===== src/rtl/os_timer_pair.sv =====
module os_timer_pair #(
  parameter int ADDR_W = 8
) (
  input  logic              clk,
  input  logic              rst,
  input  logic              tick,
  input  logic              bus_wr,
  input  logic [ADDR_W-1:0] bus_addr,
  input  logic [31:0]       bus_wdata,
  output logic [31:0]       bus_rdata,
  output logic              irq_t1,
  output logic              irq_t2
);
  localparam int NTMR = 2;
  localparam logic [ADDR_W-1:0] OFF_TS = ADDR_W'(0);
  localparam logic [ADDR_W-1:0] OFF_ST = ADDR_W'(32);

  logic [31:0]            ts_q;
  logic [NTMR-1:0][31:0]  cnt_q;
  logic [NTMR-1:0][31:0]  rl_q;
  logic [NTMR:0]          pend_q;
  logic [NTMR-1:0]        fire;

  wire wr_ts   = bus_wr && (bus_addr == OFF_TS);
  wire wr_st   = bus_wr && (bus_addr == OFF_ST);
  wire ts_wrap = tick && !wr_ts && (&ts_q);

  always_ff @(posedge clk) begin
    if (rst)        ts_q <= '0;
    else if (wr_ts) ts_q <= bus_wdata;
    else if (tick)  ts_q <= ts_q + 32'd1;
  end

  for (genvar i = 0; i < NTMR; i++) begin : g_tmr
    localparam logic [ADDR_W-1:0] OFF_RL = ADDR_W'(8 + 8 * i);
    wire wr_rl = bus_wr && (bus_addr == OFF_RL);
    wire run   = tick && rl_q[i][0] && !wr_rl;
    wire last  = cnt_q[i] <= 32'd1;

    assign fire[i] = run && last;

    always_ff @(posedge clk) begin
      if (rst) begin
        rl_q[i]  <= '0;
        cnt_q[i] <= '0;
      end else if (wr_rl) begin
        rl_q[i]  <= bus_wdata;
        cnt_q[i] <= {bus_wdata[31:2], 2'b00};
      end else if (run) begin
        if (!last)
          cnt_q[i] <= cnt_q[i] - 32'd1;
        else if (rl_q[i][1]) begin
          cnt_q[i]   <= '0;
          rl_q[i][0] <= 1'b0;
        end else
          cnt_q[i] <= {rl_q[i][31:2], 2'b00};
      end
    end
  end

  always_ff @(posedge clk) begin
    if (rst) pend_q <= '0;
    else     pend_q <= (pend_q & ~({(NTMR+1){wr_st}} & bus_wdata[NTMR:0]))
                       | {ts_wrap, fire};
  end

  always_comb begin
    case (bus_addr)
      ADDR_W'(0):  bus_rdata = ts_q;
      ADDR_W'(4):  bus_rdata = cnt_q[0];
      ADDR_W'(8):  bus_rdata = rl_q[0];
      ADDR_W'(12): bus_rdata = cnt_q[1];
      ADDR_W'(16): bus_rdata = rl_q[1];
      ADDR_W'(32): bus_rdata = {{(32-NTMR-1){1'b0}}, pend_q};
      default:     bus_rdata = '0;
    endcase
  end

  assign irq_t1 = pend_q[0];
  assign irq_t2 = pend_q[1];
endmodule


===== config.mk =====
export PLATFORM = sky130hd
export DESIGN_NAME = os_timer_pair
export DESIGN_NICKNAME = d
export VERILOG_FILES = /design/src/rtl/os_timer_pair.sv
export SDC_FILE = /design/constraint.sdc
export NUM_CORES = 1
export LEC_CHECK = 0
export BUFFER_PORTS_ARGS = -buffer_cell sky130_fd_sc_hd__buf_2
export CAP_MARGIN = 10
export CORE_ASPECT_RATIO = 1.75
export CORE_MARGIN = 5
export CORE_UTILIZATION = 45
export CTS_BUF_LIST = sky130_fd_sc_hd__clkbuf_4 sky130_fd_sc_hd__clkbuf_8 sky130_fd_sc_hd__clkbuf_16
export DETAILED_ROUTE_END_ITERATION = 7
export HOLD_SLACK_MARGIN = 0.12
export PLACE_DENSITY = 0.74
export SYNTH_ARGS = -nofsm -noshare
export SYNTH_HDL_FRONTEND = slang
export SYNTH_SLANG_ARGS = --single-unit

===== constraint.sdc =====
create_clock -name clk -period 3.9 [get_ports clk]
set_clock_uncertainty 0.15 [all_clocks]
set_input_delay 0.975 -clock clk [delete_from_list [all_inputs] [get_ports clk]]
set_output_delay 0.975 -clock clk [all_outputs]
set_load 0.02 [all_outputs]

; Word level (Yosys, flattened, before mapping)
; Index checks and enable logic that the tools add are counted.
[totals]
register_bits = 163
latch_bits = 0
mem_bits_rw = 0
rom_bits = 0
input_bits = 44
out_inout_bits = 34
word_cells = 71
n_memories = 0
[op_classes]
add_sub_neg = 3
n_mul = 0
n_div = 0
order_cmp = 2
eq_ne = 5
shifts = 0
n_mux = 19
bitwise_logic = 4
n_reduce_logical = 28
[ops]
columns = op, count
row1 = 32-bit 2-to-1 mux, 10
row2 = 32-bit one-hot mux with 6 select lines, 1
row3 = 32-bit by 1-bit less-or-equal comparator with 1-bit output (second input constant), 2
row4 = 32-bit by 1-bit subtractor with 32-bit output (second input constant), 2
row5 = 32-bit by 1-bit adder with 32-bit output (second input constant), 1
row6 = 32-bit AND reduction, 1
row7 = 8-bit by 4-bit == test with 1-bit output (second input constant), 2
row8 = 2-bit nonzero test, 7
row9 = 1-bit logical AND, 12
row10 = 8-bit by 3-bit == test with 1-bit output (second input constant), 1
row11 = 8-bit by 5-bit == test with 1-bit output (second input constant), 1
row12 = 8-bit by 6-bit == test with 1-bit output (second input constant), 1
row13 = 8-bit logical NOT, 1
row14 = 1-bit 2-to-1 mux, 8
row15 = 3-bit AND, 2
row16 = 3-bit AND reduction, 2
row17 = 2-bit OR reduction, 2
row18 = 1-bit logical NOT, 3
row19 = 3-bit inverter, 1
row20 = 3-bit bitwise OR, 1

; Longest topological paths before layout
[depth]
word_depth = 6
ltp_mapped = 9
depth_no_buf = 8

; Worst setup path after synthesis
; OpenSTA, ideal clock, no wires.
[synth_timing]
path_kind = input -> output
start = in bus_addr[1]
end = out bus_rdata[1]
arrival_ns = 2.596
required_time_ns = 2.775
slack_ns = 0.179
cell_stages = 6
n_path_buf = 2
path_cell_list = or4_1 > clkbuf_1 > nor2_1 > clkbuf_1 > a222oi_1 > o21ai_0
[synth_between]
elab_chain_len = 2
[synth_lines]
columns = item, line
row1 = from (decl), 8  ; input logic [ADDR_W-1:0] bus_addr,
row2 = 8-bit by 6-bit == test with 1-bit output (tied with other cells), 68  ; case (bus_addr)
row3 = 32-bit one-hot mux with 6 select lines (*), 68
row4 = to (decl), 10  ; output logic [31:0] bus_rdata,
; Every way passes the cells marked *; elsewhere a longest branch is shown, timed or not.

; Final worst setup path
[layout_timing]
start = in bus_addr[1]
end = out bus_rdata[0]
; Same word-level chain as after synthesis.

==> results.cfg <==
[drt]
wl_mm = 36.6
via_count = 10700
dr.pass1.iters = 6
wire_per_inst_um = 22.3
first_iter_violations = 1195
route.detailed.drc = 0
ant_nets = 0
routed_via_density = 6.52

[setup_path]
critPathMaxFanout = 32
worst_ep_required_time_ns = 2.77
critPathCapture = bus_rdata[0]
r2r_cells = 6
arrival_ns = 2.64
worstSetupStartpoint = bus_addr[1]
r2r_start = cnt_q[16]
crit_top_cell = buf_2
criticalPathCategory = primary input to output port
crit_path_start_kind = primary input
critPathMaxStageDelay_ns = 0.36
r2r-end = cnt_q[11]
path_depth = 8
cp.buffers_inverters = 3
worst_setup_path_end_kind = output port
cp_top_family = simple AND/OR/NAND/NOR gates
crit_chain = buf_2, nor4_1, nand2_1, nor3_2, buf_12, a222oi_1, o21ai_0, buf_2
r2r_slack_ns = 0.91
crit_slowest_cell = nor4_1

[global_routing]
grt.total_usage_pct = 28.4
grt_first_pass_wirelength_mm = 55.9
overflow = 0
grt_pass1_vias = 10100
grt_max_degree = 133
antenna_found_initial = 0

[finish]
diodes = 0
final_nets = 1380
design_area_um2 = 11200
syn2layout_area_growth_pct = 13.1
drive_gt1_share_pct = 14.8

[clock_network]
cts_buffers = 17
ctsHoldBuffers = 0
cts_tree = done
postCtsSetupRepairBufs = 0
clk_latency_ns = 0.44
htreeDepth = 4
ctsLongestPathBuffers = 2
cts_resized = 0
clock-sinks = 163
clk_pin_slew_worst_paths_ns = 0.06
root_buffer = clkbuf_16

[floorplan]
start_util_pct = 45.3
die_h_um = 207
die_x_um = 122
pin_count = 78
fp.dieArea_um2 = 25300
coreArea_um2 = 22000
rows = 72

[synthesis]
ys.flop_type = dfxtp_1
ys_warn_count = 0
yosysMostFrequentCell = nand2_1
synth_edf_count = 0
netlist.area_leader.share_pct = 32.8
synth_nets = 1354
syn_area_um2 = 9950
yosysSeqAreaShare_pct = 32.8
synthCells = 1305
avgSynthCellArea_um2 = 7.62
ys_ff_latch = 163
async_flop_share_pct = 0
yosys-top-cells-area = dfxtp_1 33%, nand2_1 8.0%, a21oi_1 5.7%
synth_area_leader_cell = dfxtp_1
synthTopCellsByCount = 212 x nand2_1, 163 x dfxtp_1, 114 x a21oi_1, 98 x nor2_1, 79 x clkbuf_1
synth_cell_types = 70

[sta]
tns_ns = 0
finalHoldWorstSlack_ns = 0.321
setup_violations = 0
period_minus_slack_ns = 3.77
tightest_slew_ns = 1.01
fin_crit_sh_pct = 96.5
hold_viol = 0
max_slew_margin_pct = 32.3
drv_slew = 0
rsz0062_at_grt = no
timing.fmax_mhz = 266

[pwr]
total_power_mw = 3.72
p_leak_nw = 4.08
power_density_nw_per_um2 = 331
max-vdd-ir-drop_mv = 0.252

[placed_design]
placed_area_um2 = 10600
globalplace.congestion = 0.984
io_buffer_count = 77
dp_hpwl_mm = 26.7

[job]
maxCapViolations = 0

[outcome]
outcome = complete, no violations

[worst_hold_path]
hp-class = register to register
==> worst min path at each step <==
stage / from / endpoint / slack (ns) / cells after the start
finish: rl_q[8] / rl_q[8] / 0.32 / 2
CTS: rl_q[27] / rl_q[27] / 0.32 / 2
detailed placement: rl_q[13] / rl_q[13] / 0.31 / 2
floorplan: rl_q[8] / rl_q[8] / 0.29 / 2
global placement: rl_q[27] / rl_q[27] / 0.30 / 2
global route: rl_q[14] / rl_q[14] / 0.34 / 2
==> worst min-delay path, delay by kind of cell, from the launching register on <==
| family | cells | cell delay, ns |
|---|---|---|
| AND/OR/NAND/NOR | 1 | 0.06 |
| flip-flops | 1 | 0.32 |
| AO/OA/AOI/OAI | 1 | 0.05 |
==> logic make-up (layout without fill, tap and decap cells) <==
logic type / count (synthesis) / in the layout / share of synthesized area, %
buf+inv: 120 / 159 / 4.94
xor+xnor: 62 / 62 / 5.46
compound gates: 399 / 399 / 26.1
mux: 34 / 34 / 3.82
flops: 163 / 163 / 32.8
fa+ha+maj: 5 / 5 / 0.629
simple gates: 522 / 522 / 26.2
==> registers in the layout, indices dropped and copies added, names as in the netlist <==
name	cells
rl_q	64
cnt_q	64
ts_q	32
pend_q	3
==> area by class of cell <==
cell class              count  area, um^2
multi-input cells        1022        6210
well taps                 296         370
inverters                  18        67.6
fillers                  2189       10700
clock inverters            10         145
flip-flops and latches    163        3260
repair buffers            109         703
clock buffers              22         488
==> cells in the final DEF, fill, tap and decap left out, types with 23 or more instances in the layout <==
cell type	instances
nor4_1	35
nor2_1	97
nand3_1	24
or3_1	25
mux2_2	32
xnor2_1	23
buf_2	76
o21ai_0	70
a22oi_1	63
a21oi_1	114
buf_4	27
nand2_1	212
a211oi_1	42
dfxtp_1	163
nor3_1	41
xor2_1	39
==> layer usage <==
layer  up-vias  GRT usage (%)  share of wire (%)
met5         -              0                  0
met4         0           17.7                6.2
met3       155           3.84                7.7
met2       619           47.4                 49
met1      5041           34.4                 37
li1       4871              -                  -
==> power breakdown <==
part / leakage, nW / switching [mW] / internal [mW]
Combinational: 2.46 / 0.156 / 0.0655
Sequential: 1.31 / 0.00833 / 1.67
Clock: 0.307 / 0.733 / 1.09
==> per-stage QoR <==
stage | util (%) | cells | setup slack (ns)
global route | 51.2 | 1640 | 0.0967
finish | 51.2 | 1640 | 0.135
CTS | 51.2 | 1640 | 0.176
floorplan | - | 1305 | 0.179
global placement | 48.3 | 1608 | 0.204
detailed placement | 48.3 | 1608 | 0.182
(Power assumes the default switching activity.)
